<file path="src/rtl/cfd_pkg.sv">
package cfd_pkg;
   localparam int N_FLT   = 5;
   localparam int DATA_W  = 8;

   // register addresses
   localparam int A_CTRL  = 'h00;
   localparam int A_STAT  = 'h01;
   localparam int A_FLT0  = 'h03;
   localparam int A_MSK0  = 'h07;

   // control bit positions
   localparam int CTL_DIAG   = 0;
   localparam int CTL_SOLO   = 1;
   localparam int CTL_RETRY0 = 2;

   // fault index inside one channel
   typedef enum int {
      FT_SUPPLY  = 0,
      FT_GROUND  = 1,
      FT_OVERCUR = 2,
      FT_OFFSET  = 3,
      FT_OPEN    = 4
   } fault_e;

   // fault vector -> register byte layout
   function automatic logic [DATA_W-1:0] to_reg(input logic [N_FLT-1:0] f);
      return {f[FT_SUPPLY], f[FT_GROUND], f[FT_OVERCUR], 1'b0,
              f[FT_OFFSET], f[FT_OPEN], 2'b00};
   endfunction

   // register byte layout -> fault vector
   function automatic logic [N_FLT-1:0] from_reg(input logic [DATA_W-1:0] r);
      return {r[2], r[3], r[5], r[6], r[7]};
   endfunction
endpackage

</file>
<file path="src/rtl/cfd_retry_timer.sv">
module cfd_retry_timer #(
   parameter int LIMIT = 1000
) (
   input  logic clk_i,
   input  logic rst_ni,
   input  logic run_i,
   output logic expire_o
);
   localparam int CW = (LIMIT > 1) ? $clog2(LIMIT) : 1;

   generate
      if (LIMIT < 2) begin : g_bad
         $error("cfd_retry_timer: LIMIT must be at least 2");
      end
   endgenerate

   logic [CW-1:0] cnt_q;
   logic          at_end;

   assign at_end   = (cnt_q == CW'(LIMIT - 1));
   assign expire_o = run_i & at_end;

   always_ff @(posedge clk_i or negedge rst_ni) begin
      if (!rst_ni)               cnt_q <= '0;
      else if (!run_i || at_end) cnt_q <= '0;
      else                       cnt_q <= cnt_q + 1'b1;
   end


   cnt_range_chk: assert property (@(posedge clk_i) disable iff (!rst_ni)
      cnt_q <= CW'(LIMIT - 1));


   idle_clear_chk: assert property (@(posedge clk_i) disable iff (!rst_ni)
      !run_i |=> cnt_q == '0);
endmodule

</file>
<file path="src/rtl/cfd_channel.sv">
module cfd_channel
   import cfd_pkg::*;
#(
   parameter int RETRY_CYC = 1000
) (
   input  logic              clk_i,
   input  logic              rst_ni,
   input  logic [N_FLT-1:0]  raw_i,
   input  logic              diag_en_i,
   input  logic              solo_i,
   input  logic              mask_we_i,
   input  logic [N_FLT-1:0]  mask_wd_i,
   input  logic              rd_clr_i,
   input  logic              retry_i,
   output logic [DATA_W-1:0] mask_o,
   output logic [DATA_W-1:0] flt_o,
   output logic              any_flt_o,
   output logic              en_o,
   output logic              shut_evt_o
);
   logic [N_FLT-1:0] mask_q;
   logic [N_FLT-1:0] lat_q;
   logic [N_FLT-1:0] lat_d;
   logic [N_FLT-1:0] gated;
   logic             en_q;
   logic             en_d;
   logic             auto_fire;

   assign gated = raw_i & mask_q & {N_FLT{diag_en_i}};
   assign lat_d = (rd_clr_i ? '0 : lat_q) | gated;

   // shutdown is never masked
   assign shut_evt_o = en_q & raw_i[FT_SUPPLY];

   cfd_retry_timer #(.LIMIT(RETRY_CYC)) u_timer (
      .clk_i    (clk_i),
      .rst_ni   (rst_ni),
      .run_i    (solo_i & ~en_q),
      .expire_o (auto_fire)
   );

   always_comb begin
      en_d = en_q;
      if (shut_evt_o)                       en_d = 1'b0;
      else if (!en_q && (retry_i || auto_fire)) en_d = 1'b1;
   end

   always_ff @(posedge clk_i or negedge rst_ni) begin
      if (!rst_ni) begin
         mask_q <= '0;
         lat_q  <= '0;
         en_q   <= 1'b1;
      end else begin
         if (mask_we_i) mask_q <= mask_wd_i;
         lat_q <= lat_d;
         en_q  <= en_d;
      end
   end

   assign mask_o    = to_reg(mask_q);
   assign flt_o     = to_reg(lat_q);
   assign any_flt_o = |lat_q;
   assign en_o      = en_q;


   shut_off_chk: assert property (@(posedge clk_i) disable iff (!rst_ni)
      en_o && raw_i[FT_SUPPLY] |=> !en_o);


   retry_on_chk: assert property (@(posedge clk_i) disable iff (!rst_ni)
      !en_o && retry_i |=> en_o);


   lat_hold_chk: assert property (@(posedge clk_i) disable iff (!rst_ni)
      !rd_clr_i |=> (lat_q & $past(lat_q)) == $past(lat_q));


   no_diag_set_chk: assert property (@(posedge clk_i) disable iff (!rst_ni)
      !diag_en_i |=> (lat_q & ~$past(lat_q)) == '0);


   set_wins_chk: assert property (@(posedge clk_i) disable iff (!rst_ni)
      rd_clr_i && diag_en_i |=> lat_q == $past(raw_i & mask_q));
endmodule

</file>
<file path="src/rtl/chan_fault_diag.sv">
module chan_fault_diag
   import cfd_pkg::*;
#(
   parameter int N_CH     = 2,
   parameter int ADDR_W   = 4,
   parameter int CLK_HZ   = 10_000_000,
   parameter int RETRY_MS = 500
) (
   input  logic                    clk_i,
   input  logic                    rst_ni,
   input  logic                    wr_en_i,
   input  logic                    rd_en_i,
   input  logic [ADDR_W-1:0]       addr_i,
   input  logic [DATA_W-1:0]       wdata_i,
   output logic [DATA_W-1:0]       rdata_o,
   input  logic [N_CH*N_FLT-1:0]   fault_raw_i,
   output logic [N_CH-1:0]         ch_en_o,
   output logic                    flag_n_o
);
   localparam int RETRY_CYC = (CLK_HZ / 1000) * RETRY_MS;
   localparam int CTL_W     = CTL_RETRY0;

   generate
      if (N_CH < 1 || N_CH > 4) begin : g_bad_nch
         $error("chan_fault_diag: N_CH must be 1..4");
      end
      if (ADDR_W < 4) begin : g_bad_aw
         $error("chan_fault_diag: ADDR_W must be at least 4");
      end
      if (RETRY_CYC < 2) begin : g_bad_retry
         $error("chan_fault_diag: retry interval too short");
      end
   endgenerate

   logic [CTL_W-1:0]   ctrl_q;
   logic               pulse_q;
   logic [DATA_W-1:0]  mask_rd [N_CH];
   logic [DATA_W-1:0]  flt_rd  [N_CH];
   logic [N_CH-1:0]    any_flt;
   logic [N_CH-1:0]    shut_evt;
   logic               ctrl_wr;
   logic               any_lat;
   logic               unused_wbits;

   assign ctrl_wr      = wr_en_i && (int'(addr_i) == A_CTRL);
   assign unused_wbits = ^wdata_i;

   generate
      for (genvar c = 0; c < N_CH; c++) begin : g_ch
         logic mask_we;
         logic rd_clr;
         assign mask_we = wr_en_i && (int'(addr_i) == A_MSK0 + c);
         assign rd_clr  = rd_en_i && (int'(addr_i) == A_FLT0 + c);

         cfd_channel #(.RETRY_CYC(RETRY_CYC)) u_chan (
            .clk_i      (clk_i),
            .rst_ni     (rst_ni),
            .raw_i      (fault_raw_i[c*N_FLT +: N_FLT]),
            .diag_en_i  (ctrl_q[CTL_DIAG]),
            .solo_i     (ctrl_q[CTL_SOLO]),
            .mask_we_i  (mask_we),
            .mask_wd_i  (from_reg(wdata_i)),
            .rd_clr_i   (rd_clr),
            .retry_i    (ctrl_wr & wdata_i[CTL_RETRY0 + c]),
            .mask_o     (mask_rd[c]),
            .flt_o      (flt_rd[c]),
            .any_flt_o  (any_flt[c]),
            .en_o       (ch_en_o[c]),
            .shut_evt_o (shut_evt[c])
         );
      end
   endgenerate

   assign any_lat = |any_flt;

   always_ff @(posedge clk_i or negedge rst_ni) begin
      if (!rst_ni) begin
         ctrl_q  <= '0;
         pulse_q <= 1'b0;
      end else begin
         if (ctrl_wr) ctrl_q <= wdata_i[CTL_W-1:0];
         pulse_q <= |shut_evt;
      end
   end

   assign flag_n_o = ctrl_q[CTL_SOLO] ? ~pulse_q : ~any_lat;

   always_comb begin
      rdata_o = '0;
      if (rd_en_i) begin
         if (int'(addr_i) == A_CTRL) rdata_o = DATA_W'(ctrl_q);
         if (int'(addr_i) == A_STAT) rdata_o = DATA_W'(any_lat);
         for (int c = 0; c < N_CH; c++) begin
            if (int'(addr_i) == A_FLT0 + c) rdata_o = flt_rd[c];
            if (int'(addr_i) == A_MSK0 + c) rdata_o = mask_rd[c];
         end
      end
   end


   solo_pulse_chk: assert property (@(posedge clk_i) disable iff (!rst_ni)
      ctrl_q[CTL_SOLO] && $stable(ctrl_q) && shut_evt == '0 |=> flag_n_o);


   stat_ro_chk: assert property (@(posedge clk_i) disable iff (!rst_ni)
      wr_en_i && int'(addr_i) != A_CTRL |=> $stable(ctrl_q));
endmodule

</file>
<file path="config.mk">
export PLATFORM = sky130hd
export DESIGN_NAME = chan_fault_diag
export DESIGN_NICKNAME = d
export VERILOG_FILES = /design/src/rtl/cfd_pkg.sv /design/src/rtl/cfd_retry_timer.sv /design/src/rtl/cfd_channel.sv /design/src/rtl/chan_fault_diag.sv
export SDC_FILE = /design/constraint.sdc
export NUM_CORES = 1
export LEC_CHECK = 0
export BUFFER_PORTS_ARGS = -buffer_cell sky130_fd_sc_hd__buf_2
export CORE_MARGIN = 5
export CORE_UTILIZATION = 40
export CTS_BUF_LIST = sky130_fd_sc_hd__clkbuf_4
export CTS_CLUSTER_SIZE = 12
export DETAILED_ROUTE_END_ITERATION = 10
export PLACE_DENSITY = 0.57
export SKIP_CTS_REPAIR_TIMING = 1
export SLEW_MARGIN = 20
export SYNTH_ARGS = -nofsm -noshare
export SYNTH_HDL_FRONTEND = slang
export SYNTH_HIERARCHICAL = 1
export SYNTH_SLANG_ARGS = --single-unit
</file>
<file path="constraint.sdc">
create_clock -name clk_i -period 1.9 [get_ports clk_i]
set_input_delay 0.285 -clock clk_i [delete_from_list [all_inputs] [get_ports clk_i]]
set_output_delay 0.285 -clock clk_i [all_outputs]
set_load 0.02 [all_outputs]
</file>
# ---- Word level (Yosys, flattened, before mapping)
# Index checks and enable logic that the tools add are counted.
dict set report op_classes {
  add_sub_neg 2
  reduce_logical 20
  n_eq_ne 7
  bitwise_logic 18
  mux 16
}
# operator n
set op_table {}
lappend op_table {{$mux 8} 6}
lappend op_table {{$add 23x1->23 const B} 2}
lappend op_table {{$eq 23x23->1 const B} 2}
lappend op_table {{$mux 23} 2}
lappend op_table {{$and 5x5->5} 4}
lappend op_table {{$eq 4x4->1 const B} 3}
lappend op_table {{$mux 5} 2}
lappend op_table {{$or 5x5->5} 2}
lappend op_table {{$reduce_or 10->1} 1}
lappend op_table {{$and 1x1->1} 8}
lappend op_table {{$logic_and 1x1->1} 7}
lappend op_table {{$mux 1} 5}
lappend op_table {{$eq 4x2->1 const B} 1}
lappend op_table {{$eq 4x3->1 const B} 1}
lappend op_table {{$logic_not 1->1} 4}
lappend op_table {{$logic_not 4->1} 1}
lappend op_table {{$logic_or 1x1->1} 4}
lappend op_table {{$not 1->1} 4}
lappend op_table {{$reduce_bool 2->1} 2}
lappend op_table {{$mux 2} 1}
lappend op_table {{$reduce_or 2->1} 1}
dict set report totals {
  elab_cells 73
  out_inout_bits 11
  regBits 71
  inputBits 26
}

# ---- Longest topological paths before layout
# Gate-level depths: netlist of the first run.
dict set report depth {
  depth_word 8
  ltp_mapped 6
  mapped_depth_nobuf 6
}

# ---- By module
# Netlist of the first run, hierarchy kept.
# module cells_each instances area_per_inst_um2 seq_area_each_um2
set by_module_without_submodules {}
lappend by_module_without_submodules {cfd_retry_timer 125 2 1213.7 575.6}
lappend by_module_without_submodules {cfd_channel 44 2 481.7 276.5}
lappend by_module_without_submodules {chan_fault_diag 78 1 579.3 75.1}

# ---- Worst setup path before layout of the first run
# OpenSTA, ideal clock, no wires.
dict set report synth_timing {
  path_type {register to register}
  from {reg g_ch[0].u_chan.u_timer.cnt_q[0]}
  to {reg g_ch[0].u_chan.u_timer.cnt_q[20]}
  stages_incl_launch_ff 7
  setup_time_ps 73
  period_less_slack_ps 1978
  arrival_time_ps 1905
  n_path_buf 1
  slack_ps -78
  required_ps 1827
  cell_sequence {dfrtp_1 > ha_1 > nand3_4 > or4_1 > buf_2 > or4_4 > a21oi_2}
}
dict set report synth_via {
  elab_chain_len 3
  word_cells_on_any_way 4
  classes_between {1 x add/sub; 1 x eq/ne; 1 x mux; 1 x reduce/logical}
}
# item line_no
set synth_rtl {}
lappend synth_rtl {{start: declaration} cfd_retry_timer.sv:17} ;# logic [CW-1:0] cnt_q;
lappend synth_rtl {{start signal: assignment} cfd_retry_timer.sv:26} ;# else cnt_q <= cnt_q + 1'b1;
lappend synth_rtl {{parallel branches: the longest is 2 deep, another holds $add 23x1->23} -}
lappend synth_rtl {{$mux 23 (*)} cfd_retry_timer.sv:25} ;# else if (!run_i || at_end) cnt_q <= '0;
# Every way passes the cells marked *.
# A chain may end at the register's enable or synchronous reset.

# ---- Worst setup path in the final report of the first run
dict set report layout_timing {
  from {reg g_ch[1].u_chan.lat_q[3]}
  to {out rdata_o[0]}
}
dict set report layout_via {
  elab_chain_len 7
}
# item line_no
set layout_rtl {}
lappend layout_rtl {{start: declaration} cfd_channel.sv:22} ;# logic [N_FLT-1:0] lat_q;
lappend layout_rtl {{start signal: assignment} cfd_channel.sv:55} ;# lat_q <= lat_d;
lappend layout_rtl {{$reduce_or 10->1} chan_fault_diag.sv:74} ;# assign any_lat = |any_flt;
lappend layout_rtl {{$mux 8} chan_fault_diag.sv:92} ;# if (int'(addr_i) == A_STAT) rdata_o = DATA_W'(any_lat);
lappend layout_rtl {{$mux 8} chan_fault_diag.sv:94} ;# if (int'(addr_i) == A_FLT0 + c) rdata_o = flt_rd[c];
lappend layout_rtl {{$mux 8} chan_fault_diag.sv:95} ;# if (int'(addr_i) == A_MSK0 + c) rdata_o = mask_rd[c];
lappend layout_rtl {{$mux 8} chan_fault_diag.sv:94}
lappend layout_rtl {{$mux 8} chan_fault_diag.sv:95}
lappend layout_rtl {{$mux 8} chan_fault_diag.sv:90} ;# if (rd_en_i) begin
lappend layout_rtl {{end: declaration} chan_fault_diag.sv:15} ;# output logic [DATA_W-1:0] rdata_o,
# Every way passes these cells.

==> metrics.txt, run 1 <==
# TYPE chip_impl_metric gauge
chip_impl_info{name="run_status",value="finished, violations left"} 1
chip_impl_info{name="failed_checks",value="setup timing"} 1
chip_impl_metric{name="starting_utilization_of_the_core_area",unit="%"} 40.81
chip_impl_metric{name="cts.reportedPaths.clkPinSlew",unit="ns"} 0.13
chip_impl_info{name="hold_path.startpoint",value="fault_raw_i[2]"} 1
chip_impl_metric{name="r2r.worst_path.cells",unit=""} 5
chip_impl_metric{name="synth.ff_latch_count",unit=""} 71
chip_impl_metric{name="peakVddDrop",unit="mV"} 0.3692
chip_impl_metric{name="worst_slew_margin_relative_to_its_limit",unit="%"} 63.01
chip_impl_metric{name="io_buffers",unit=""} 35
chip_impl_metric{name="track_usage",unit="%"} 16.58
chip_impl_metric{name="detail_route.wirelength",unit="mm"} 9.481
chip_impl_metric{name="first_pass_iters",unit=""} 4
chip_impl_info{name="worst_hold_path_type",value="input pin to register"} 1
chip_impl_metric{name="floorplan.rows",unit=""} 36
chip_impl_metric{name="ys_seq_area_share",unit="%"} 44.82
chip_impl_metric{name="synth-warning-count",unit=""} 6
chip_impl_metric{name="floorplan.io_pins",unit=""} 37
chip_impl_info{name="cts-root-buf",value="sky130_fd_sc_hd__clkbuf_4"} 1
chip_impl_metric{name="worstPathArrival",unit="ns"} 1.86
chip_impl_metric{name="skew",unit="ns"} 0.01791
chip_impl_metric{name="grt_start_max_net_pins",unit=""} 24
chip_impl_metric{name="vias_in_the_first_global_route",unit=""} 3261
chip_impl_metric{name="route.detailed.wl_per_inst",unit="µm"} 15.07
chip_impl_info{name="timing.critical_path.to_type",value="primary output"} 1
chip_impl_metric{name="worstSkewPairLatency",unit="ns"} 0.42
chip_impl_info{name="worst_path_max_delay_cell",value="sky130_fd_sc_hd__dfrtp_1"} 1
chip_impl_metric{name="final-instance-count-excl-fill",unit=""} 629
chip_impl_metric{name="p_comb_share",unit="%"} 25.0
chip_impl_metric{name="final.hold.worst_slack",unit="ns"} 0.09681
chip_impl_metric{name="detail_route.vias_per_cell",unit=""} 5.122
chip_impl_metric{name="seqPwrFrac",unit="%"} 47.5
chip_impl_metric{name="placeableCoreArea",unit="mm²"} 0.009729
chip_impl_metric{name="grt_first_pass_wirelength",unit="mm"} 15.52
chip_impl_metric{name="design.die.area",unit="mm²"} 0.01202
chip_impl_info{name="hold_path_end",value="g_ch[0].u_chan/lat_q[2]"} 1
chip_impl_metric{name="clock.fmax",unit="GHz"} 0.4657
chip_impl_metric{name="hpwlAfterDp",unit="mm"} 6.878
chip_impl_metric{name="grt-ovfl-total",unit=""} 0
chip_impl_metric{name="tritoncts.num_buffers",unit=""} 9
chip_impl_metric{name="internal_dissipation",unit="W"} 0.002691
chip_impl_info{name="crit_chain",value="nor3_2 -> nand3_2 -> nor3b_2 -> nor4b_1 -> o2bb2ai_1 -> a21oi_2 -> buf_2"} 1
chip_impl_metric{name="fin_crit_sh",unit="%"} 113.0
chip_impl_metric{name="numPlacedInstances",unit=""} 610
chip_impl_metric{name="final.fill_count",unit=""} 926
chip_impl_metric{name="finish.net_count",unit=""} 519
chip_impl_metric{name="final_max_slew_viol_count",unit=""} 0
chip_impl_metric{name="post_synth_inst_count",unit=""} 416
chip_impl_metric{name="cp_slowest_stage_delay",unit="ns"} 0.42
chip_impl_info{name="ys_dominant_reg_cell",value="sky130_fd_sc_hd__dfrtp_1"} 1
chip_impl_metric{name="min_period",unit="ns"} 2.147
chip_impl_metric{name="cp.required",unit="ns"} 1.62
chip_impl_info{name="leading_cell_type_in_the_layout_fill_and_taps_excluded",value="sky130_fd_sc_hd__dfrtp_1"} 1
chip_impl_metric{name="drt_first_iter_violations",unit=""} 199
chip_impl_info{name="tritoncts_clock_tree",value="built"} 1
chip_impl_metric{name="setup_viol_count_final",unit=""} 41
chip_impl_info{name="rr_startpoint",value="g_ch[1].u_chan/u_timer/cnt_q[21]"} 1
chip_impl_info{name="r2r_end",value="g_ch[1].u_chan/u_timer/cnt_q[12]"} 1
chip_impl_metric{name="postRouteAntennaNets",unit=""} 0
chip_impl_info{name="layout_common_cells",value="69 x sky130_fd_sc_hd__dfrtp_1, 34 x sky130_fd_sc_hd__buf_4, 34 x sky130_fd_sc_hd__buf_2"} 1
chip_impl_metric{name="horiz_die_dim",unit="µm"} 109.6
chip_impl_info{name="timing_worst_setup_path_type",value="register to primary output"} 1
chip_impl_metric{name="synth_area",unit="mm²"} 0.003970
chip_impl_metric{name="antenna_found_initial",unit=""} 0
chip_impl_metric{name="timing.final.hold_violations",unit=""} 0
chip_impl_metric{name="layout-drive-gt1-share",unit="%"} 35.48
chip_impl_metric{name="leakage",unit="nW"} 2.017
chip_impl_metric{name="p_sw",unit="W"} 0.001338
chip_impl_metric{name="yosysUniqueCellTypes",unit=""} 53
chip_impl_metric{name="worst-r2r-setup-slack",unit="ns"} -0.12
chip_impl_metric{name="globalplace.congestion",unit=""} 0.8218
chip_impl_metric{name="die-height",unit="µm"} 109.6
chip_impl_metric{name="timing.max_cap.violations",unit=""} 0
chip_impl_metric{name="h_tree_level_count",unit=""} 3
chip_impl_metric{name="drc_errors",unit=""} 0
chip_impl_metric{name="ys_async_sr_fraction",unit="%"} 100.0
chip_impl_metric{name="final_worst_path_setup_slack",unit="ns"} -0.2475
chip_impl_metric{name="cts.sinks",unit=""} 71
chip_impl_metric{name="number_of_enable_flip_flop_cells_after_synthesis",unit=""} 0
chip_impl_metric{name="worstMarginPinSlew",unit="ns"} 0.5549
chip_impl_metric{name="power.share.clock",unit="%"} 27.5
chip_impl_metric{name="max-clock-path-buffers",unit=""} 2
chip_impl_metric{name="power.switching_fraction",unit="%"} 33.20
chip_impl_metric{name="detailroute.via_count",unit=""} 3222
chip_impl_metric{name="postSynthAreaPerCell",unit="µm²"} 9.543
chip_impl_info{name="grt_setup_unrepaired",value="true"} 1
chip_impl_metric{name="area.growth.synth_to_final",unit="%"} 27.10
chip_impl_metric{name="cellPowerDensity",unit="mW/mm²"} 798.3
chip_impl_info{name="start_kind",value="register"} 1
chip_impl_metric{name="antennaDiodeCount",unit=""} 0
chip_impl_metric{name="worst-path-max-fanout",unit=""} 3
chip_impl_metric{name="worst_hold_depth",unit=""} 3
-- cells by family after synthesis --
| group | count (synthesis) | synth area share, % |
|---|---|---|
| AO/OA/AOI/OAI | 68 | 10.87 |
| XOR/XNOR | 30 | 6.618 |
| adder cells (fa/ha/maj) | 2 | 0.6302 |
| buffers and inverters | 46 | 6.587 |
| flip-flops | 71 | 44.82 |
| multiplexers | 15 | 4.160 |
| other | 2 | 0.1892 |
| AND/OR/NAND/NOR | 182 | 26.13 |
-- metal layers --
metal	up-vias	part of all wire, %	track usage [%]
met5	-	0	0
met4	0	1.5	6.500
met3	14	3.7	2.936
met2	43	48	25.72
met1	1568	47	23.06
li1	1597	-	-
-- worst max-delay path by stage --
| stage | slack (ns) | startpoint | depth (start not counted) | endpoint |
|---|---|---|---|---|
| after floorplan | 0.001 | g_ch[0].u_chan/u_timer/cnt_q[0] | 6 | g_ch[0].u_chan/u_timer/cnt_q[20] |
| after global placement | -0.06 | g_ch[0].u_chan/u_timer/cnt_q[15] | 5 | g_ch[0].u_chan/u_timer/cnt_q[12] |
| after detailed placement | -0.09 | g_ch[0].u_chan/u_timer/cnt_q[15] | 5 | g_ch[0].u_chan/u_timer/cnt_q[16] |
| after CTS | -0.33 | g_ch[1].u_chan/lat_q[2] | 7 | rdata_o[0] |
| after global routing | -0.39 | g_ch[1].u_chan/lat_q[3] | 7 | rdata_o[0] |
| final | -0.25 | g_ch[1].u_chan/lat_q[3] | 7 | rdata_o[0] |
-- power by group through the flow --
stage / clock network (W) / registers (W) / logic (W)
final: 0.00111 / 0.00191 / 0.00101
after global routing: 0.00122 / 0.00195 / 0.00111
after CTS: 0.00115 / 0.00191 / 0.000748
after detailed placement: 0 / 0.00194 / 0.000742
after global placement: 0 / 0.00193 / 0.000728
after floorplan: 0 / 0.00192 / 0.000464
-- synthesized netlist by cell type, types with 3 or more instances --
master | n | area [µm²]
sky130_fd_sc_hd__buf_6 | 3 | 33.78
sky130_fd_sc_hd__xnor2_1 | 26 | 227.7
sky130_fd_sc_hd__nor3_1 | 16 | 80.08
sky130_fd_sc_hd__nor2_1 | 49 | 183.9
sky130_fd_sc_hd__nand4_1 | 12 | 75.07
sky130_fd_sc_hd__mux2_2 | 10 | 112.6
sky130_fd_sc_hd__a22oi_2 | 3 | 37.54
sky130_fd_sc_hd__a21oi_1 | 9 | 45.04
sky130_fd_sc_hd__inv_1 | 22 | 82.58
sky130_fd_sc_hd__o21ai_0 | 21 | 105.1
sky130_fd_sc_hd__a22oi_1 | 3 | 22.52
sky130_fd_sc_hd__a31oi_1 | 3 | 18.77
sky130_fd_sc_hd__or4_1 | 6 | 45.04
sky130_fd_sc_hd__nand3_1 | 22 | 110.1
sky130_fd_sc_hd__o31ai_1 | 3 | 22.52
sky130_fd_sc_hd__nor2b_1 | 3 | 18.77
sky130_fd_sc_hd__o21ai_1 | 9 | 45.04
sky130_fd_sc_hd__nor4_1 | 8 | 50.05
sky130_fd_sc_hd__nor3b_1 | 3 | 22.52
sky130_fd_sc_hd__dfrtp_1 | 69 | 1727
sky130_fd_sc_hd__a21o_1 | 10 | 75.07
sky130_fd_sc_hd__buf_2 | 3 | 15.01
sky130_fd_sc_hd__and3_1 | 7 | 43.79
sky130_fd_sc_hd__xor2_1 | 4 | 35.03
sky130_fd_sc_hd__and2_1 | 7 | 43.79
sky130_fd_sc_hd__buf_4 | 16 | 120.1
sky130_fd_sc_hd__mux2i_1 | 3 | 30.03
sky130_fd_sc_hd__or3_1 | 4 | 25.02
sky130_fd_sc_hd__a21oi_2 | 3 | 26.28
sky130_fd_sc_hd__nand2_1 | 21 | 78.83
-- critical path, delay by kind of cell, from the launching register on --
kind / cells / cell delay [ns]
AOI/OAI and AO/OA: 2 / 0.23
DFF: 1 / 0.42
and+or+nand+nor: 4 / 0.63
buffers and inverters: 1 / 0.16
-- per-stage QoR --
step                      setup slack, ns  util, %  area, µm²  total power [W]  setup TNS [ns]
after floorplan                  0.001369        -       4053         0.002380               0
after global placement           -0.05909    46.54       4528         0.002655          -1.477
after detailed placement         -0.08552    46.54       4528         0.002679          -1.998
after CTS                         -0.3291    48.24       4693         0.003806          -3.708
after global routing              -0.3881    51.86       5046         0.004271          -5.373
final                             -0.2475    51.86       5046         0.004028          -2.915
-- state kept, by name (all words and copies together), names as in the netlist --
signal / cells
g_ch.u_chan/u_timer/cnt_q: 46
g_ch.u_chan/lat_q: 10
g_ch.u_chan/mask_q: 10
ctrl_q: 2
g_ch.u_chan/en_o: 2
pulse_q: 1
-- cell type report --
| class | instances | area (µm²) | share of cell area (%) |
|---|---|---|---|
| multi-input combinational | 309 | 2273 | 45.05 |
| sequential | 71 | 1779 | 35.26 |
| timing repair buffer | 78 | 579.3 | 11.48 |
| tap | 133 | 166.4 | 3.298 |
| clock inverter | 7 | 97.59 | 1.934 |
| inverter | 22 | 82.58 | 1.636 |
| clock buffer | 9 | 67.56 | 1.339 |
Power figures use the tool's default switching activity.
==> inputs of run 2 (changes only) <==
Settings changed: SYNTH_HIERARCHICAL 1 to not set.
==> metrics.txt, run 2 <==
# TYPE chip_impl_metric gauge
chip_impl_metric{name="antenna_found_initial",unit=""} 0
chip_impl_metric{name="tritoncts.num_buffers",unit=""} 9
chip_impl_info{name="top_register",value="g_ch.u_chan.u_timer.cnt_q"} 1
chip_impl_info{name="synth.top_cells.by_count",value="69 x sky130_fd_sc_hd__dfrtp_1, 43 x sky130_fd_sc_hd__nor2_1, 23 x sky130_fd_sc_hd__xnor2_1"} 1
chip_impl_metric{name="layout-drive-gt1-share",unit="%"} 26.18
chip_impl_metric{name="cts.sinks",unit=""} 71
chip_impl_metric{name="vias_in_the_first_global_route",unit=""} 2860
chip_impl_metric{name="track_usage",unit="%"} 15.21
chip_impl_metric{name="worst_hold_depth",unit=""} 2
chip_impl_metric{name="largest_register_ffs",unit=""} 46
chip_impl_info{name="start_kind",value="register"} 1
chip_impl_info{name="cts-root-buf",value="sky130_fd_sc_hd__clkbuf_4"} 1
chip_impl_metric{name="setup_viol_count_final",unit=""} 0
chip_impl_metric{name="finish.net_count",unit=""} 447
chip_impl_metric{name="synth.ff_latch_count",unit=""} 71
chip_impl_metric{name="final.fill_count",unit=""} 822
chip_impl_metric{name="timing.final.hold_violations",unit=""} 0
chip_impl_metric{name="yosysUniqueCellTypes",unit=""} 44
chip_impl_metric{name="detail_route.wirelength",unit="mm"} 8.237
chip_impl_metric{name="cts.reportedPaths.clkPinSlew",unit="ns"} 0.13
chip_impl_metric{name="cellPowerDensity",unit="mW/mm²"} 869.7
chip_impl_metric{name="placeableCoreArea",unit="mm²"} 0.008763
chip_impl_info{name="tritoncts_clock_tree",value="built"} 1
chip_impl_metric{name="grt-ovfl-total",unit=""} 0
chip_impl_metric{name="number_of_enable_flip_flop_cells_after_synthesis",unit=""} 0
chip_impl_metric{name="h_tree_level_count",unit=""} 3
chip_impl_metric{name="route.detailed.wl_per_inst",unit="µm"} 15.48
chip_impl_metric{name="fin_crit_sh",unit="%"} 98.09
chip_impl_info{name="run_status",value="finished, final reports clean"} 1
chip_impl_metric{name="timing.max_cap.violations",unit=""} 0
chip_impl_metric{name="peakVddDrop",unit="mV"} 0.2922
chip_impl_metric{name="detailed_place.area",unit="mm²"} 0.004074
chip_impl_metric{name="worstPathArrival",unit="ns"} 1.58
chip_impl_metric{name="skew",unit="ns"} 0.02580
chip_impl_metric{name="floorplan.io_pins",unit=""} 37
chip_impl_metric{name="max-clock-path-buffers",unit=""} 2
chip_impl_metric{name="final_max_slew_viol_count",unit=""} 0
chip_impl_info{name="synth_area_leader_cell",value="sky130_fd_sc_hd__dfrtp_1"} 1
chip_impl_metric{name="detail_route.vias_per_cell",unit=""} 5.453
chip_impl_metric{name="postRouteAntennaNets",unit=""} 0
chip_impl_metric{name="worstSkewPairLatency",unit="ns"} 0.42
chip_impl_metric{name="worst-path-max-fanout",unit=""} 3
chip_impl_metric{name="floorplan.rows",unit=""} 34
chip_impl_info{name="timing.critical_path.to_type",value="primary output"} 1
chip_impl_metric{name="design.die.area",unit="mm²"} 0.01108
chip_impl_metric{name="detailroute.via_count",unit=""} 2901
chip_impl_metric{name="die-height",unit="µm"} 105.2
chip_impl_info{name="leading_cell_type_in_the_layout_fill_and_taps_excluded",value="sky130_fd_sc_hd__dfrtp_1"} 1
chip_impl_metric{name="finished_cell_area",unit="mm²"} 0.004304
chip_impl_metric{name="synth_area",unit="mm²"} 0.003628
chip_impl_metric{name="clock.fmax",unit="GHz"} 0.5366
chip_impl_metric{name="cp.required",unit="ns"} 1.62
chip_impl_metric{name="starting_utilization_of_the_core_area",unit="%"} 41.40
chip_impl_metric{name="area.growth.synth_to_final",unit="%"} 18.62
chip_impl_info{name="synth_top_cells_by_area",value="sky130_fd_sc_hd__dfrtp_1 48%, sky130_fd_sc_hd__xnor2_1 5.6%, sky130_fd_sc_hd__nor2_1 4.4%, sky130_fd_sc_hd__mux2_2 3.7%, sky130_fd_sc_hd__a32o_1 2.8%"} 1
chip_impl_info{name="worst_hold_path_type",value="input pin to register"} 1
chip_impl_metric{name="postSynthNetCount",unit=""} 389
chip_impl_metric{name="min_period",unit="ns"} 1.864
chip_impl_metric{name="hpwlAfterDp",unit="mm"} 5.764
chip_impl_metric{name="grt_start_max_net_pins",unit=""} 72
chip_impl_metric{name="drc_errors",unit=""} 0
chip_impl_metric{name="synth_largest_type_area_fraction",unit="%"} 47.59
chip_impl_metric{name="synth-warning-count",unit=""} 0
chip_impl_info{name="synthMostInstantiatedCell",value="sky130_fd_sc_hd__dfrtp_1"} 1
chip_impl_metric{name="design_power_total",unit="W"} 0.003743
chip_impl_info{name="grt_setup_unrepaired",value="true"} 1
chip_impl_metric{name="antennaDiodeCount",unit=""} 0
chip_impl_metric{name="globalplace.congestion",unit=""} 0.8559
chip_impl_metric{name="drt_first_iter_violations",unit=""} 114
chip_impl_metric{name="io_buffers",unit=""} 34
chip_impl_metric{name="ys_async_sr_fraction",unit="%"} 100.0
chip_impl_info{name="reg.largest.list",value="g_ch.u_chan.u_timer.cnt_q x46, g_ch.u_chan.lat_q x10, g_ch.u_chan.mask_q x10"} 1
chip_impl_metric{name="ys_seq_area_share",unit="%"} 49.03
chip_impl_metric{name="postSynthAreaPerCell",unit="µm²"} 10.05
chip_impl_metric{name="first_pass_iters",unit=""} 4
chip_impl_metric{name="leakage",unit="nW"} 1.772
chip_impl_metric{name="grt_first_pass_wirelength",unit="mm"} 14.00
chip_impl_metric{name="horiz_die_dim",unit="µm"} 105.2
chip_impl_info{name="layout_common_cells",value="67 x sky130_fd_sc_hd__dfrtp_1, 43 x sky130_fd_sc_hd__nor2_1, 33 x sky130_fd_sc_hd__buf_2"} 1
chip_impl_metric{name="post_synth_inst_count",unit=""} 361
chip_impl_info{name="timing_worst_setup_path_type",value="register to primary output"} 1
chip_impl_info{name="ys_dominant_reg_cell",value="sky130_fd_sc_hd__dfrtp_1"} 1
chip_impl_metric{name="r2r.worst_path.cells",unit=""} 5
[run 2: changes by cell type in the layout (fill, tap and decap cells not counted), sizes merged, moves of 6 or more]
| cell | before | now |
|---|---|---|
| inv | 22 | 11 |
| a21o | 10 | 3 |
| a32o | 0 | 10 |
| nor2 | 51 | 43 |
| buf | 77 | 62 |
| o21ai | 30 | 13 |
| nand3 | 26 | 20 |
| conb | 12 | 1 |
[run 2: critical path: stages, from the launching register on]
cell and delay [ns]:
sky130_fd_sc_hd__dfrtp_1 0.43, sky130_fd_sc_hd__nor4_4 0.32, sky130_fd_sc_hd__nand4_1 0.13, sky130_fd_sc_hd__o21ai_1 0.09
sky130_fd_sc_hd__nor3_1 0.06, sky130_fd_sc_hd__buf_2 0.15
[run 2: worst paths after layout]
check	from	endpoint	slack (ns)
max	g_ch[1].u_chan.lat_q[2]	rdata_o[0]	0.04
min	wdata_i[0]	ctrl_q[0]	0.08
max reg2reg	g_ch[0].u_chan.u_timer.cnt_q[1]	g_ch[0].u_chan.u_timer.cnt_q[22]	0.09
min reg2reg	g_ch[1].u_chan.u_timer.cnt_q[0]	g_ch[1].u_chan.u_timer.cnt_q[0]	0.50
max in group asynchronous	rst_ni	g_ch[1].u_chan.en_o	1.13
min in group asynchronous	rst_ni	g_ch[0].u_chan.u_timer.cnt_q[15]	0.40
[run 2: cells by family after synthesis]
kind of cell               count (synthesis)  share of synthesized area [%]
xor gates and xnor gates                  28                          6.758
AOI/OAI and AO/OA                         51                          9.828
adders and majority gates                  2                         0.6895
other                                      1                         0.1033
buffers and inverters                     27                          3.379
DFF                                       71                          49.03
and+or+nand+nor                          161                          24.28
muxes                                     20                          5.931
[run 2: layout make-up]
| class | count | area, µm² | share of cell area, % |
|---|---|---|---|
| Clock buffer | 10 | 75.07 | 1.744 |
| Timing Repair Buffer | 63 | 430.4 | 10.00 |
| Clock inverter | 6 | 61.31 | 1.424 |
| Sequential cell | 71 | 1782 | 41.40 |
| Tap cell | 108 | 135.1 | 3.140 |
| Multi-Input combinational cell | 263 | 1779 | 41.34 |
| Inverter | 11 | 41.29 | 0.9593 |
[run 2: stage by stage]
step	utilization [%]	TNS [ns]	hold WS (ns)	setup slack, ns	cells
final	49.11	0	0.08447	0.03627	532
after global routing	49.11	-0.1272	0.05898	-0.08707	532
after CTS	48.04	-0.1851	-0.1478	-0.09342	527
after detailed placement	46.49	0	0.3434	0.05172	511
after global placement	46.49	0	0.3426	0.08112	511
after floorplan	-	0	-0.01059	0.007330	361
[run 2: routing by layer]
metal | up-vias | share of wire [%] | GRT usage, %
met3 | 11 | 4.5 | 3.301
met5 | - | 0 | 0
li1 | 1425 | - | -
met4 | 0 | 1.4 | 5.936
met2 | 59 | 46 | 23.41
met1 | 1406 | 49 | 20.94
[run 2: power breakdown]
group / total [W] / switching (W) / internal (W)
Combinational: 0.000812 / 0.000408 / 0.000403
Sequential: 0.00197 / 0.000230 / 0.00174
Clock: 0.000960 / 0.000548 / 0.000412
Total: 0.00374 / 0.00119 / 0.00256
==> inputs of run 3 (changes only) <==
Settings changed: CORE_ASPECT_RATIO set to 0.8, SLEW_MARGIN 20 to 5, SYNTH_HIERARCHICAL set to 1.
==> metrics.txt, run 3 (synthesized netlist as in run 1, its figures left out) <==
# TYPE chip_impl_metric gauge
chip_impl_info{name="hold_path_end",value="g_ch[1].u_chan/lat_q[2]"} 1
chip_impl_info{name="start_kind",value="register"} 1
chip_impl_metric{name="starting_utilization_of_the_core_area",unit="%"} 40.97
chip_impl_metric{name="worstSkewPairLatency",unit="ns"} 0.42
chip_impl_metric{name="detailroute.via_count",unit=""} 3243
chip_impl_info{name="failed_checks",value="setup timing"} 1
chip_impl_info{name="run_status",value="finished, violations left"} 1
chip_impl_info{name="grt_setup_unrepaired",value="true"} 1
chip_impl_metric{name="grt-ovfl-total",unit=""} 0
chip_impl_info{name="timing_worst_setup_path_type",value="register to primary output"} 1
chip_impl_info{name="timing.critical_path.to_type",value="primary output"} 1
chip_impl_metric{name="h_tree_level_count",unit=""} 3
chip_impl_metric{name="place_ws",unit="ns"} -0.07737
chip_impl_metric{name="setup_viol_count_final",unit=""} 42
chip_impl_metric{name="skew",unit="ns"} 0.01505
chip_impl_metric{name="worst-r2r-setup-slack",unit="ns"} -0.09
chip_impl_metric{name="cellPowerDensity",unit="mW/mm²"} 791.4
chip_impl_metric{name="utilization",unit="%"} 51.18
chip_impl_metric{name="area.growth.synth_to_final",unit="%"} 24.90
chip_impl_metric{name="worstPathArrival",unit="ns"} 1.84
chip_impl_metric{name="placeableCoreArea",unit="mm²"} 0.009689
chip_impl_metric{name="clock.fmax",unit="GHz"} 0.4697
chip_impl_metric{name="cts.sinks",unit=""} 71
chip_impl_metric{name="grt_first_pass_wirelength",unit="mm"} 15.28
chip_impl_metric{name="track_usage",unit="%"} 15.95
chip_impl_metric{name="detail_route.vias_per_cell",unit=""} 5.123
chip_impl_metric{name="horiz_die_dim",unit="µm"} 121.4
chip_impl_metric{name="worst_hold_depth",unit=""} 3
chip_impl_metric{name="first_pass_iters",unit=""} 5
chip_impl_metric{name="globalplace.congestion",unit=""} 0.8203
chip_impl_metric{name="min_period",unit="ns"} 2.129
chip_impl_metric{name="timing.max_cap.violations",unit=""} 0
chip_impl_info{name="top_register",value="g_ch.u_chan/u_timer/cnt_q"} 1
chip_impl_metric{name="floorplan.io_pins",unit=""} 37
chip_impl_metric{name="worst_slew_margin_relative_to_its_limit",unit="%"} 66.85
chip_impl_metric{name="r2r.worst_path.cells",unit=""} 5
chip_impl_metric{name="antennaDiodeCount",unit=""} 0
chip_impl_info{name="reg.largest.list",value="g_ch.u_chan/u_timer/cnt_q x46, g_ch.u_chan/lat_q x10, g_ch.u_chan/mask_q x10"} 1
chip_impl_metric{name="tritoncts.num_buffers",unit=""} 9
chip_impl_metric{name="largest_register_ffs",unit=""} 46
chip_impl_metric{name="die-height",unit="µm"} 99.11
chip_impl_metric{name="finished_cell_area",unit="mm²"} 0.004959
chip_impl_metric{name="cts.reportedPaths.clkPinSlew",unit="ns"} 0.13
chip_impl_metric{name="postRouteAntennaNets",unit=""} 0
chip_impl_metric{name="worst-path-max-fanout",unit=""} 3
chip_impl_metric{name="cp.required",unit="ns"} 1.62
chip_impl_info{name="leading_cell_type_in_the_layout_fill_and_taps_excluded",value="sky130_fd_sc_hd__dfrtp_1"} 1
chip_impl_metric{name="timing.final.hold_violations",unit=""} 0
chip_impl_info{name="rr_startpoint",value="g_ch[0].u_chan/u_timer/cnt_q[21]"} 1
chip_impl_metric{name="hpwlAfterDp",unit="mm"} 6.847
chip_impl_metric{name="max-clock-path-buffers",unit=""} 2
chip_impl_metric{name="drc_errors",unit=""} 0
chip_impl_metric{name="detailed_place.area",unit="mm²"} 0.004519
chip_impl_metric{name="route.detailed.wl_per_inst",unit="µm"} 15.01
chip_impl_info{name="worst_hold_path_type",value="input pin to register"} 1
chip_impl_metric{name="floorplan.rows",unit=""} 32
chip_impl_metric{name="io_buffers",unit=""} 35
chip_impl_metric{name="antenna_found_initial",unit=""} 0
chip_impl_metric{name="fin_crit_sh",unit="%"} 112.1
chip_impl_metric{name="design.die.area",unit="mm²"} 0.01203
chip_impl_metric{name="final_max_slew_viol_count",unit=""} 0
chip_impl_info{name="tritoncts_clock_tree",value="built"} 1
chip_impl_info{name="hold_path.startpoint",value="fault_raw_i[7]"} 1
chip_impl_metric{name="leakage",unit="nW"} 2.025
chip_impl_info{name="r2r_end",value="g_ch[0].u_chan/u_timer/cnt_q[3]"} 1
chip_impl_info{name="layout_common_cells",value="69 x sky130_fd_sc_hd__dfrtp_1, 37 x sky130_fd_sc_hd__buf_4, 34 x sky130_fd_sc_hd__buf_2"} 1
chip_impl_metric{name="vias_in_the_first_global_route",unit=""} 3021
chip_impl_metric{name="layout-drive-gt1-share",unit="%"} 34.61
chip_impl_metric{name="drt_first_iter_violations",unit=""} 189
chip_impl_metric{name="detail_route.wirelength",unit="mm"} 9.501
chip_impl_metric{name="grt_start_max_net_pins",unit=""} 49
chip_impl_metric{name="worstMarginPinSlew",unit="ns"} 0.4847
chip_impl_metric{name="peakVddDrop",unit="mV"} 0.3577
chip_impl_metric{name="final_worst_path_setup_slack",unit="ns"} -0.2291
chip_impl_info{name="cts-root-buf",value="sky130_fd_sc_hd__clkbuf_4"} 1
chip_impl_metric{name="finish.net_count",unit=""} 521
==> run 3: cell types whose count changed in the layout (fill, tap and decap cells not counted), sizes merged, moves of 6 or more <==
cell   before  now
a21o        3   10
a32o       10    0
buf        62   79
conb        1   12
inv        11   22
nand3      20   26
nor2       43   51
o21ai      13   30
==> run 3: worst max-delay path, cell delays in order (launching register included) <==
cell	delay, ns
sky130_fd_sc_hd__dfrtp_1	0.43
sky130_fd_sc_hd__nor3_2	0.21
sky130_fd_sc_hd__nand3_2	0.13
sky130_fd_sc_hd__nor3b_2	0.18
sky130_fd_sc_hd__nor4b_1	0.07
sky130_fd_sc_hd__o2bb2ai_1	0.17
sky130_fd_sc_hd__a21oi_2	0.08
sky130_fd_sc_hd__buf_4	0.16
==> run 3: metrics by stage <==
step	hold slack [ns]	TNS, ns	std cells	total power, W
2_1_floorplan	-0.01059	0	426	0.002380
3_3_place_gp	0.1951	-0.8782	613	0.002660
3_5_place_dp	0.2021	-1.480	613	0.002680
4_1_cts	-0.2836	-2.901	628	0.003746
5_1_grt	0.06914	-6.389	633	0.004165
6_report	0.09116	-3.267	633	0.003924
==> run 3: worst max path at each step <==
| stage | startpoint | to | slack, ns | cells past startpoint |
|---|---|---|---|---|
| finish | g_ch[1].u_chan/lat_q[1] | rdata_o[0] | -0.23 | 7 |
| global route | g_ch[1].u_chan/lat_q[1] | rdata_o[0] | -0.34 | 7 |
| CTS | g_ch[1].u_chan/lat_q[3] | rdata_o[0] | -0.33 | 7 |
| detailed placement | g_ch[1].u_chan/u_timer/cnt_q[15] | g_ch[1].u_chan/u_timer/cnt_q[3] | -0.08 | 5 |
| global placement | g_ch[1].u_chan/u_timer/cnt_q[15] | g_ch[1].u_chan/u_timer/cnt_q[7] | -0.06 | 5 |
| floorplan | g_ch[0].u_chan/u_timer/cnt_q[0] | g_ch[0].u_chan/u_timer/cnt_q[20] | 0.001 | 6 |
==> run 3: layout make-up <==
cell class,count,area [µm²]
Clock inverter,6,86.33
Inverter,22,82.58
Timing Repair Buffer,80,564.3
Tap cell,136,170.2
Clock buffer,9,67.56
Multi-Input combinational cell,309,2208
Sequential cell,71,1779
Fill cell,926,4731
==> run 3: routing by layer <==
layer / GRT usage (%) / wire, µm
met3: 3.638 / 410
met4: 4.134 / 34
met1: 24.30 / 4707
met5: 0 / 0
met2: 22.76 / 4349
==> run 3: where the power goes <==
part | switching, W | leakage [nW] | internal [W] | total (W)
sequential | 0.000184 | 0.931 | 0.00172 | 0.00191
clock | 0.000535 | 0.0818 | 0.000524 | 0.00106
combinational | 0.000544 | 1.01 | 0.000412 | 0.000956
total | 0.00126 | 2.02 | 0.00266 | 0.00392
